--- src/rtl/disc_ctl_regwin.sv ---
module disc_ctl_regwin #(
  parameter logic [15:0] WADDR_INIT = 16'd4704,
  parameter logic [15:0] TRACK      = 16'h73F2
) (
  input  logic        clk,
  input  logic        rst_n,
  input  logic        ptr_ld,
  input  logic [3:0]  ptr_val,
  input  logic        rd_en,
  input  logic        wr_en,
  input  logic [7:0]  wdata,
  output logic [7:0]  rdata,
  output logic [3:0]  ptr,
  input  logic        dec_ld,
  input  logic [7:0]  dec_cmd,
  input  logic [7:0]  dec_ifstat,
  input  logic [31:0] dec_head,
  input  logic [31:0] dec_stat,
  output logic        xfer_busy,
  output logic        host_end,
  output logic [15:0] xfer_cnt,
  output logic [15:0] xfer_addr,
  output logic [7:0]  sub_out,
  output logic [23:0] ctrl_out
);

  logic [7:0]  cmd_in, ifstat, ifctrl;
  logic [15:0] blk_ptr, wr_addr, rd_mask;
  logic [31:0] head, stat;

  wire acc_wr  = wr_en & ~ptr_ld;
  wire acc_rd  = rd_en & ~wr_en & ~ptr_ld;
  wire soft_rs = acc_wr & (ptr == 4'd15);
  wire wr_hold = (ptr == 4'd6) | (ptr == 4'd7) | (ptr == 4'd14) | (ptr == 4'd15);
  wire valid_go = ctrl_out[7] & ifctrl[5] & ((rd_mask & TRACK) == TRACK);

  always_comb begin
    case (ptr)
      4'd0:    rdata = cmd_in;
      4'd1:    rdata = ifstat;
      4'd2:    rdata = xfer_cnt[7:0];
      4'd3:    rdata = xfer_cnt[15:8];
      4'd4:    rdata = head[7:0];
      4'd5:    rdata = head[15:8];
      4'd6:    rdata = head[23:16];
      4'd7:    rdata = head[31:24];
      4'd8:    rdata = blk_ptr[7:0];
      4'd9:    rdata = blk_ptr[15:8];
      4'd10:   rdata = wr_addr[7:0];
      4'd11:   rdata = wr_addr[15:8];
      4'd12:   rdata = stat[7:0];
      4'd13:   rdata = stat[15:8];
      4'd14:   rdata = stat[23:16];
      default: rdata = stat[31:24];
    endcase
  end

  always_ff @(posedge clk) begin
    if (!rst_n) begin
      ptr       <= '0;
      host_end  <= 1'b1;
      cmd_in    <= '0;
      ifstat    <= 8'hFF;
      xfer_cnt  <= '0;
      xfer_addr <= '0;
      head      <= 32'h0100_0000;
      blk_ptr   <= '0;
      wr_addr   <= WADDR_INIT;
      stat      <= 32'h0000_0080;
      sub_out   <= '0;
      ifctrl    <= '0;
      ctrl_out  <= '0;
      rd_mask   <= '0;
      xfer_busy <= 1'b0;
    end else begin
      if (dec_ld) begin
        cmd_in <= dec_cmd;
        ifstat <= dec_ifstat;
        head   <= dec_head;
        stat   <= dec_stat;
      end
      if (ptr_ld) begin
        ptr <= ptr_val;
      end else if (acc_wr) begin
        if (!wr_hold) ptr <= ptr + 4'd1;
        case (ptr)
          4'd0: sub_out <= wdata;
          4'd1: begin
            ifctrl <= wdata;
            if (!wdata[1]) begin
              xfer_cnt  <= '0;
              xfer_busy <= 1'b0;
              ifstat[3] <= 1'b1;
            end
          end
          4'd2:  xfer_cnt[7:0]    <= wdata;
          4'd3:  xfer_cnt[15:8]   <= wdata;
          4'd4:  xfer_addr[7:0]   <= wdata;
          4'd5:  xfer_addr[15:8]  <= wdata;
          4'd6: if (ifctrl[1]) begin
            ifstat[3] <= 1'b0;
            xfer_busy <= 1'b1;
            host_end  <= 1'b0;
          end
          4'd7:  ifstat[6]        <= 1'b1;
          4'd8:  wr_addr[7:0]     <= wdata;
          4'd9:  wr_addr[15:8]    <= wdata;
          4'd10: ctrl_out[7:0]    <= wdata;
          4'd11: ctrl_out[15:8]   <= wdata;
          4'd12: blk_ptr[7:0]     <= wdata;
          4'd13: blk_ptr[15:8]    <= wdata;
          4'd14: ctrl_out[23:16]  <= wdata;
          default: ;
        endcase
      end else if (acc_rd) begin
        if (ptr != 4'd15) ptr <= ptr + 4'd1;
        if (TRACK[ptr]) rd_mask[ptr] <= 1'b1;
        if (ptr == 4'd15) begin
          ifstat[5] <= 1'b1;
          if (valid_go) stat[31:24] <= 8'h80;
        end
      end
      if (soft_rs) begin
        cmd_in    <= '0;
        ifstat    <= 8'hFF;
        xfer_cnt  <= '0;
        xfer_addr <= '0;
        head      <= 32'h0100_0000;
        blk_ptr   <= '0;
        wr_addr   <= WADDR_INIT;
        stat      <= 32'h0000_0080;
        sub_out   <= '0;
        ifctrl    <= '0;
        ctrl_out  <= '0;
        rd_mask   <= '0;
        xfer_busy <= 1'b0;
      end
    end
  end


  wr_step_chk: assert property (@(posedge clk) disable iff (!rst_n)
    (acc_wr && !wr_hold) |=> (ptr == $past(ptr) + 4'd1));


  rd_stay_chk: assert property (@(posedge clk) disable iff (!rst_n)
    (acc_rd && ptr == 4'd15) |=> (ptr == 4'd15 && ifstat[5]));


  stop_chk: assert property (@(posedge clk) disable iff (!rst_n)
    (acc_wr && ptr == 4'd1 && !wdata[1]) |=> (!xfer_busy && xfer_cnt == 16'd0 && ifstat[3]));


  trig_chk: assert property (@(posedge clk) disable iff (!rst_n)
    (acc_wr && ptr == 4'd6 && ifctrl[1]) |=> (xfer_busy && !host_end && !ifstat[3]));


  ack_chk: assert property (@(posedge clk) disable iff (!rst_n)
    (acc_wr && ptr == 4'd7) |=> ifstat[6]);


  soft_rst_chk: assert property (@(posedge clk) disable iff (!rst_n)
    soft_rs |=> (ptr == 4'd15 && ifstat == 8'hFF && rd_mask == 16'd0 && !xfer_busy
                 && $stable(host_end) && wr_addr == WADDR_INIT));


  valid_chk: assert property (@(posedge clk) disable iff (!rst_n)
    (acc_rd && ptr == 4'd15 && valid_go && !dec_ld) |=> (stat[31:24] == 8'h80));


  ld_chk: assert property (@(posedge clk) disable iff (!rst_n)
    ptr_ld |=> (ptr == $past(ptr_val)));

endmodule

--- config.mk ---
export PLATFORM = sky130hd
export DESIGN_NAME = disc_ctl_regwin
export DESIGN_NICKNAME = d
export VERILOG_FILES = /design/src/rtl/disc_ctl_regwin.sv
export SDC_FILE = /design/constraint.sdc
export NUM_CORES = 1
export LEC_CHECK = 0
export ABC_AREA = 1
export BUFFER_PORTS_ARGS = -buffer_cell sky130_fd_sc_hd__buf_2
export CAP_MARGIN = 20
export CORE_MARGIN = 4
export CORE_UTILIZATION = 54
export DETAILED_ROUTE_END_ITERATION = 12
export GPL_TIMING_DRIVEN = 0
export PLACE_DENSITY = 0.77
export SLEW_MARGIN = 30
export SYNTH_ARGS = -nofsm -noshare
export SYNTH_HDL_FRONTEND = slang
export SYNTH_SLANG_ARGS = --single-unit
--- constraint.sdc ---
create_clock -name clk -period 2.06 [get_ports clk]
set_input_delay 0 -clock clk [delete_from_list [all_inputs] [get_ports clk]]
set_output_delay 0 -clock clk [all_outputs]
set_load 0.005 [all_outputs]
# Word-level counts from Yosys, hierarchy flattened
# Memory sizes are Yosys's and may differ from the RTL's. A register that Yosys moved wholly into a read port is not among the register bits.
# Index checks and enable logic that the tools add are counted.
[word_totals]
register_bits = 204
mem_bits_ro = 16
in_bits = 98
wordCells = 121
mem_count = 1
[mem_list]
columns = ["memory", "words", "width", "read_ports", "rd_clocked_by_memory_dff", "wr", "line_no", "text"]
rows = [
  ["(name not given)", 16, 1, 1, 1, 0, "117", "if (TRACK[ptr]) rd_mask[ptr] <= 1'b1;"],
]
[classes]
add_sub_neg = 1
order_cmp = 2
n_eq_ne = 20
n_mux = 35
bitwise_logic = 14
n_reduce_logical = 25
[ops]
columns = ["cell", "count"]
rows = [
  ["one-hot mux 8 bit (15 select lines)", 1],
  ["two-way mux 8 bit", 5],
  ["AND reduction 3 bit", 12],
  ["equality test 4 bit, second input constant", 8],
  ["two-way mux 32 bit", 1],
  ["one-hot mux 8 bit (2 select lines)", 2],
  ["two-way mux 4 bit", 7],
  ["equality test 4 x 3 -> 1 bit, second input constant", 4],
  ["two-way mux 16 bit", 1],
  ["bitwise OR 16 bit", 1],
  ["AND reduction 4 bit", 4],
  ["two-way mux 1 bit", 13],
  ["equality test 10 bit, second input constant", 1],
  ["equality test 4 x 2 -> 1 bit, second input constant", 2],
  ["two-way mux 7 bit", 1],
  ["AND 1 bit", 6],
  ["nonzero test 2 bit", 3],
  ["nonzero test 3 bit", 2],
  ["less-than comparator 4 x 5 -> 1 bit, second input constant", 1],
  ["AND reduction 5 bit", 1],
  ["adder 4 x 1 -> 4 bit, second input constant", 1],
  ["demux 1 bit (select 4 bit)", 1],
  ["equality test 4 x 1 -> 1 bit, second input constant", 1],
  [">= comparator 4 x 1 -> 1 bit, second input constant", 1],
  ["10 further kinds", 17],
]

# Depth between registers and ports, before layout
# Gate-level depths: netlist (run 1).
[logic_depth]
ltp_word = 9
depth_mapped = 12
mapped_depth_nobuf = 12

# Least setup slack after synthesis (run 1)
# Ideal clock, no wire load.
[synth_timing]
path_type = "flip-flop to flip-flop"
start = "register ptr[0]"
end = "register ctrl_out[1]"
setup_time_ns = 0.071
t_arrival_ns = 1.577
required_ns = 1.989
path_slack_ns = 0.412
stages_incl_launch_ff = 9
period_less_slack_ns = 1.648
cell_sequence = "dfxtp_1 inv_1 ha_1 clkinv_1 nor2_2 nand2_4 clkinv_1 o21ai_0 a21oi_1"
[synth_between]
elab_chain_len = 3
word_cells_on_any_way = 5
[synth_rtl]
columns = ["element", "line_no", "text"]
rows = [
  ["start: declaration", "13", "output logic [3:0] ptr,"],
  ["start signal: assignment", "83", "ptr <= ptr_val;"],
  ["start signal: assignment", "85", "if (!wr_hold) ptr <= ptr + 4'd1;"],
  ["start signal: assignment", "116", "if (ptr != 4'd15) ptr <= ptr + 4'd1;"],
  ["equality test 4 bit", "33", "wire soft_rs = acc_wr & (ptr == 4'd15);"],
  ["AND 1 bit", "33", ""],
  ["OR reduction 2 bit (no line)", "n/a", ""],
  ["end signal: assignment", "108", "4'd10: ctrl_out[7:0] <= wdata;"],
  ["end: declaration", "24", "output logic [23:0] ctrl_out"],
]
# Several ways; a longest one is shown, not always the timed one.
# A chain may end at the register's enable or synchronous reset.

# Worst setup path after layout (run 1)
[layout_timing]
start = "register ptr[0]"
end = "output rdata[6]"
[layout_between]
elab_chain_len = 2
word_cells_on_any_way = 16
[layout_rtl]
columns = ["element", "line_no", "text"]
rows = [
  ["equality test 4 bit (tied with other cells)", "38", "case (ptr)"],
  ["one-hot mux 8 bit (15 select lines) *", "38", ""],
  ["end: declaration", "12", "output logic [7:0] rdata,"],
]
# Every way passes the cells marked *; elsewhere a longest branch is shown, timed or not.

==> reports/metrics.yaml, run 1 <==
status:
  run_status: "finished, violations left"
  failed_checks: "setup timing"
timing:
  layout_setup_ws_ps: -122.5
  fin_setup_tns_ps: -769.9
  achievable-frequency_mhz: 458.2
  final-hold-violation-count: 0
  worst_slew_pin_slew_ps: 761.3
  layout_min_cycle_time_ps: 2183
  clock_skew_ps: 5.877
  worst_slew_margin_rel_pct: 49.24
  rsz0062_at_grt: "true"
  slew_violations: 0
  timing.final.crit_share_pct: 105.9
  setup_violations: 8
placement:
  gp_congestion: 0.9643
  placement.setup.worst_slack_ps: -79.91
  hpwlAfterDp_mm: 18.71
  port_buffer_count: 175
clock_tree:
  clock_latency_ps: 440
  cts-buffers-inserted: 17
  clockBufferDepth: 2
  numClockSinks: 195
  cts.clk_slew.worst_paths_ps: 60
  cts_tree: "built"
  cts.root.buffer_cell: "clkbuf_16"
  cts.htree.levels: 4
worst_setup_path:
  timing.critical_path.from_type: "flop"
  worstPathRequired_ps: 2060
  worst-setup-path-type: "flop to primary output"
  critical_path.cell_chain: "inv_4 > ha_4 > inv_8 > buf_8 > nand3_4 > a31oi_4 > buf_12 > nand3_1 > nand3_2 > buf_2"
  cp_data_arrival_time_ps: 2180
  critPathTopFamily: "buffers and inverters"
  worstSetupEndpointType: "primary output"
  critPathMaxStageDelay_ps: 430
  path_buf_inv: 5
  critical_path_s_slowest_cell: "dfxtp_4"
  path_max_fanout: 7
die:
  die_width_um: 129.6
  die_h_um: 129.6
  top_level_ports: 176
  core_area_um2: 14530
  row_count: 44
  fp.dieArea_um2: 16790
  initial_utilization_pct: 54.92
power:
  clockPowerShare_pct: 37.2
  power.share.switching_pct: 27.03
  power.share.sequential_pct: 47.9
  pwr_density_cell_nw_per_um2: 748.8
  p_switching_uw: 2247
  worst_supply_voltage_drop_on_vdd_mv: 0.6646
  leakage_uw: 0.004788
  comb_power_share_pct: 14.9
  cellInternalPower_uw: 6068
  total_power_uw: 8315
cells_and_area:
  insertedDiodeCount: 0
  drive_gt1_share_pct: 24.14
  design.final.nets: 1515
  areaGrowthSynthToFinish_pct: 39.11
  fin_util_pct: 76.40
routing:
  dr_total_vias: 9106
  remaining_drc_errors: 0
  detail_route.wl_per_cell_um: 18.31
  drt_first_iter_violations: 1143
  routed_via_density: 5.659
  number_of_nets_with_antenna_violations_after_routing: 0
  drtPass1Iterations: 7
  totalWireLength_mm: 29.46
synth:
  yosys_warnings: 0
  synth_top_area_share_pct: 48.90
  synthTopCellsByArea: "dfxtp_1 (49%), nand2_1 (21%), a21oi_1 (10%)"
  synth_seq_cells: 195
  post_synth_inst_count: 1101
  synthesis.area_per_instance_um2: 7.250
  synth_fp_nets: 1203
  netlist_area_um2: 7983
  ys_types: 30
  number_of_flops_mapped_to_enable_cells_by_yosys: 0
  yosysSeqAreaShare_pct: 48.90
  synth_most_common_cell: "nand2_1"
  ys.flop_type: "dfxtp_1"
  synth.top_cells.by_count: "nand2_1 (449), dfxtp_1 (195), a21oi_1 (163), nor2_1 (60), nand3_1 (43)"
  synthDominantAreaCellType: "dfxtp_1"
  async_reset_ff_share_pct: 0
global_routing:
  first_global_vias: 8490
  global_route.overflow_total: 0
  grt_start_max_net_pins: 17
  grt_util_all_layers_pct: 33.14
  grt_antenna_before_repair: 0
  wire_length_of_the_first_global_routing_pass_mm: 42.89
run:
  max_cap_viol_count: 0
hold_path:
  timing.hold.worst.class: "primary input to flop"
==> path summary, 6_finish.rpt <==
path                      from      endpoint  slack, ps  cells past startpoint
setup / recovery        ptr[0]      rdata[6]       -120                     10
hold / removal          ptr_ld        ptr[1]         50                      5
setup reg to reg        ptr[0]       head[6]         70                      6
hold reg to reg   ctrl_out[16]  ctrl_out[16]        460                      2
==> what timing repair did <==
item | in CTS | in global routing
gates resized for setup | 41 | 47
setup buffers | 14 | 8
pin swaps | 17 | 20
hold endpoints to repair | 104 | 0
hold buffers | 92 | 0
endpoints found under the setup margin | 31 | 54
cloned | 1 | 4
==> sequential cells by signal (all words and copies together) (netlist names), 2 cells and up, named ones only <==
register   flops
head          32
cmd_in         8
stat          32
wr_addr       16
ctrl_out      24
blk_ptr       16
xfer_addr     16
ptr            4
ifstat         8
rd_mask       10
xfer_cnt      16
sub_out        8
ifctrl         2
==> layout by cell type (no fill, tap or decap), types with 15 or more instances in the layout <==
cell / instances
buf_2: 186
dfxtp_1: 192
nand3_1: 31
nor2_1: 49
o21ai_0: 21
clkbuf_1: 29
nand4_1: 27
nor2_4: 24
nand2_1: 445
inv_2: 16
buf_4: 17
a21oi_1: 163
dlygate4sd3_1: 92
inv_1: 15
clkbuf_16: 17
==> power groups by stage <==
stage | registers, uW | logic, uW | clock network (uW)
floorplan | 4040 | 499 | 0
global placement | 4050 | 842 | 0
detailed placement | 4060 | 850 | 0
CTS | 3970 | 1070 | 3080
global route | 3990 | 1330 | 3230
finish | 3980 | 1240 | 3090
==> cell families (layout without fill, tap and decap cells) <==
| group | Yosys count | after routing | share of synthesized area, % |
|---|---|---|---|
| DFF | 195 | 195 | 48.90 |
| and+or+nand+nor | 615 | 619 | 32.49 |
| buffers and inverters | 87 | 407 | 4.592 |
| adders and majority gates | 4 | 4 | 0.6270 |
| muxes | 8 | 8 | 1.003 |
| AOI/OAI and AO/OA | 192 | 192 | 12.38 |
==> per-stage QoR <==
step                      area, um2  std cells  hold WS (ps)
after CTS                     10810       1597         17.86
after floorplan                7983       1101         68.79
final                         11100       1609         48.12
after global routing          11100       1609         74.40
after detailed placement       9089       1460         223.0
after global placement         9089       1460         215.1
==> cell type report <==
class	instances	area, um2
Timing Repair Buffer	290	2043
Fill cell	1032	3430
Clock buffer	22	484.2
Multi-Input combinational cell	823	3971
Inverter	40	183.9
Sequential cell	195	3913
Tap cell	184	230.2
Buffer	46	224.0
Clock inverter	9	55.05
==> routing by layer <==
layer	global-route usage, %	wire length, um
met3	7.255	3216
met1	42.95	10990
met5	0	0
met4	16.32	1777
met2	52.50	13480
==> worst min-delay path: stages <==
cell	delay (ps)
buf_2	150
nor2_1	100
o21ai_0	80
nand3_1	90
inv_1	40
Note: power is estimated with default switching activity, not from simulation.
==> run 2, diff against run 1 <==
--- a/config.mk
+++ b/config.mk
@@ -13,6 +13,7 @@
 export DETAILED_ROUTE_END_ITERATION = 12
 export GPL_TIMING_DRIVEN = 0
 export PLACE_DENSITY = 0.77
+export SKIP_LAST_GASP = 1
 export SLEW_MARGIN = 30
 export SYNTH_ARGS = -nofsm -noshare
 export SYNTH_HDL_FRONTEND = slang
==> run 2 against run 1 <==
Total power grew 0.18%. Core utilization shrank 0.069 points. Via count grew 0.51%. First-iteration DRC count shrank 3.1%. Critical path depth is the same. The flow still finishes with violations (setup timing). Non-clock buffer count is the same. Register-to-register slack is essentially flat. Worst hold slack lost 3.7 ps.
==> reports/metrics.yaml, run 2 (synthesized netlist as in run 1, its figures left out) <==
power:
  power.share.switching_pct: 27.18  # +0.15 points
  worst_supply_voltage_drop_on_vdd_mv: 0.6715  # +1.0%
  pwr_density_cell_nw_per_um2: 750.8  # +0.27%
  cellInternalPower_uw: 6066  # about the same
  leakage_uw: 0.004782  # -0.13%
  comb_power_share_pct: 14.9  # about the same
  power.share.sequential_pct: 47.8  # about the same
  clockPowerShare_pct: 37.3  # about the same
  p_switching_uw: 2264  # +0.73%
global_routing:
  wire_length_of_the_first_global_routing_pass_mm: 42.89  # unchanged
  grt_start_max_net_pins: 17  # unchanged
  grt_antenna_before_repair: 0  # unchanged
  first_global_vias: 8490  # unchanged
  global_route.overflow_total: 0  # unchanged
  grt_util_all_layers_pct: 33.14  # unchanged
worst_setup_path:
  critical_path.cell_chain: "inv_4 > ha_4 > inv_8 > buf_8 > nand3_4 > a31oi_4 > buf_12 > nand3_1 > nand3_1 > buf_2"
  r2r_start: "ptr[0]"
  rrSetupSlack_ps: 70  # about the same
  timing.critical_path.from_type: "flop"
  worst-setup-path-type: "flop to primary output"
  most_common_cell_type_on_the_critical_path: "nand3_1"
  path_max_fanout: 7  # unchanged
  r2r.worst_path.cells: 6  # unchanged
  worstPathRequired_ps: 2060  # about the same
  critical_path_s_slowest_cell: "dfxtp_4"
  crit_path_start: "ptr[0]"
  worstSetupEndpointType: "primary output"
  cp_data_arrival_time_ps: 2180  # about the same
  critPathMaxStageDelay_ps: 430  # about the same
clock_tree:
  cts.htree.levels: 4  # unchanged
  cts-buffers-inserted: 17  # unchanged
  clockBufferDepth: 2  # unchanged
  cts.root.buffer_cell: "clkbuf_16"
  cts_tree: "built"
  numClockSinks: 195  # unchanged
  cts.clk_slew.worst_paths_ps: 70  # about the same
  clock_latency_ps: 440  # about the same
cells_and_area:
  drive_gt1_share_pct: 24.00  # -0.14 points
  layout.cells.most_common_list: "nand2_1 (445), dfxtp_1 (192), buf_2 (186), a21oi_1 (163), dlygate4sd3_1 (92)"
  design.final.nets: 1515  # unchanged
  insertedDiodeCount: 0  # unchanged
  biggestRegsByFlops: "head: 32 flops, stat: 32 flops, ctrl_out: 24 flops"
  layout.cells.most_common: "nand2_1"
  fin_util_pct: 76.33  # about the same
  areaGrowthSynthToFinish_pct: 38.98  # about the same
die:
  die_h_um: 129.6  # unchanged
  row_count: 44  # unchanged
  die_width_um: 129.6  # unchanged
  fp.dieArea_um2: 16790  # unchanged
  top_level_ports: 176  # unchanged
  core_area_um2: 14530  # unchanged
  initial_utilization_pct: 54.92  # unchanged
timing:
  timing.final.crit_share_pct: 106.1  # +0.11 points
  final-hold-violation-count: 0  # unchanged
  clock_skew_ps: 6.977  # +1.100 ps
  slew_violations: 0  # unchanged
  achievable-frequency_mhz: 457.7  # -0.10%
  setup_violations: 8  # unchanged
  layout_min_cycle_time_ps: 2185  # +2.196 ps
  layout_setup_ws_ps: -124.7  # -2.196 ps
  rsz0062_at_grt: "true"
  worst_slew_margin_rel_pct: 48.70  # -0.55 points
  worst_slew_pin_slew_ps: 769.5  # +8.197 ps
  holdWs_ps: 44.45  # -3.679 ps
placement:
  gp_congestion: 0.9643  # unchanged
  hpwlAfterDp_mm: 18.71  # unchanged
  port_buffer_count: 175  # unchanged
hold_path:
  timing.hold.worst.class: "primary input to flop"
  timing.hold.worst_path_depth: 5  # unchanged
  hold_start: "ptr_ld"
status:
  failed_checks: "setup timing"
  run_status: "finished, violations left"
routing:
  totalWireLength_mm: 29.65  # +0.66%
  dr_total_vias: 9152  # +0.51%
  drtPass1Iterations: 6  # -1
  number_of_nets_with_antenna_violations_after_routing: 0  # unchanged
  routed_via_density: 5.688  # +0.51%
  remaining_drc_errors: 0  # unchanged
  detail_route.wl_per_cell_um: 18.43  # +0.66%
  drt_first_iter_violations: 1107  # -3.1%
run:
  max_cap_viol_count: 0  # unchanged
run 2: final timing paths:
path / end
max: rdata[1]
min: ptr[1]
max reg2reg: head[6]
min reg2reg: ctrl_out[16]
run 2: cell type report:
cell class	instances	area, um2
Tap cell	184	230.2
Fill cell	1035	3440
Clock buffer	22	484.2
Inverter	40	183.9
Sequential cell	195	3913
Multi-Input combinational cell	823	3961
Timing Repair Buffer	290	2043
Clock inverter	9	55.05
Buffer	46	224.0
run 2: metrics by stage:
step	setup TNS [ps]	cells	instance area, um2	total power, uW	setup slack, ps
6_report	-690.5	1609	11090	8330	-124.7
5_1_grt	-1225	1609	11090	8543	-176.4
4_1_cts	0	1597	10810	8121	5.170
3_5_place_dp	-750.9	1460	9089	4906	-79.91
3_3_place_gp	-369.8	1460	9089	4895	-46.56
2_1_floorplan	0	1101	7983	4539	412.2
run 2: power groups by stage:
| stage | combinational (uW) | sequential [uW] | clock [uW] |
|---|---|---|---|
| floorplan | 499 | 4040 | 0 |
| global placement | 842 | 4050 | 0 |
| detailed placement | 850 | 4060 | 0 |
| CTS | 1070 | 3970 | 3080 |
| global route | 1320 | 3990 | 3230 |
| finish | 1240 | 3980 | 3110 |
run 2: what timing repair did:
action	4_1_cts	5_1_grt
resized for setup	41	45
hold buffers	92	0
endpoints found under the hold margin	104	0
cloned	1	4
setup buffers	14	8
pin swaps	17	20
setup endpoints to repair	31	54
run 2: worst max-delay path: cells and delay by family, from the launching register on:
family	cells	cell delay (ps)
DFF	1	430
adders and majority gates	1	170
AOI/OAI and AO/OA	1	280
and+or+nand+nor	3	290
buffers and inverters	5	570
run 2: per-layer routing:
layer	global-route usage (%)	up-vias	share of wire, %
li1	-	4200	-
met1	42.95	4197	37
met2	52.50	613	46
met3	7.255	142	11
met4	16.32	0	6.0
met5	0	-	0
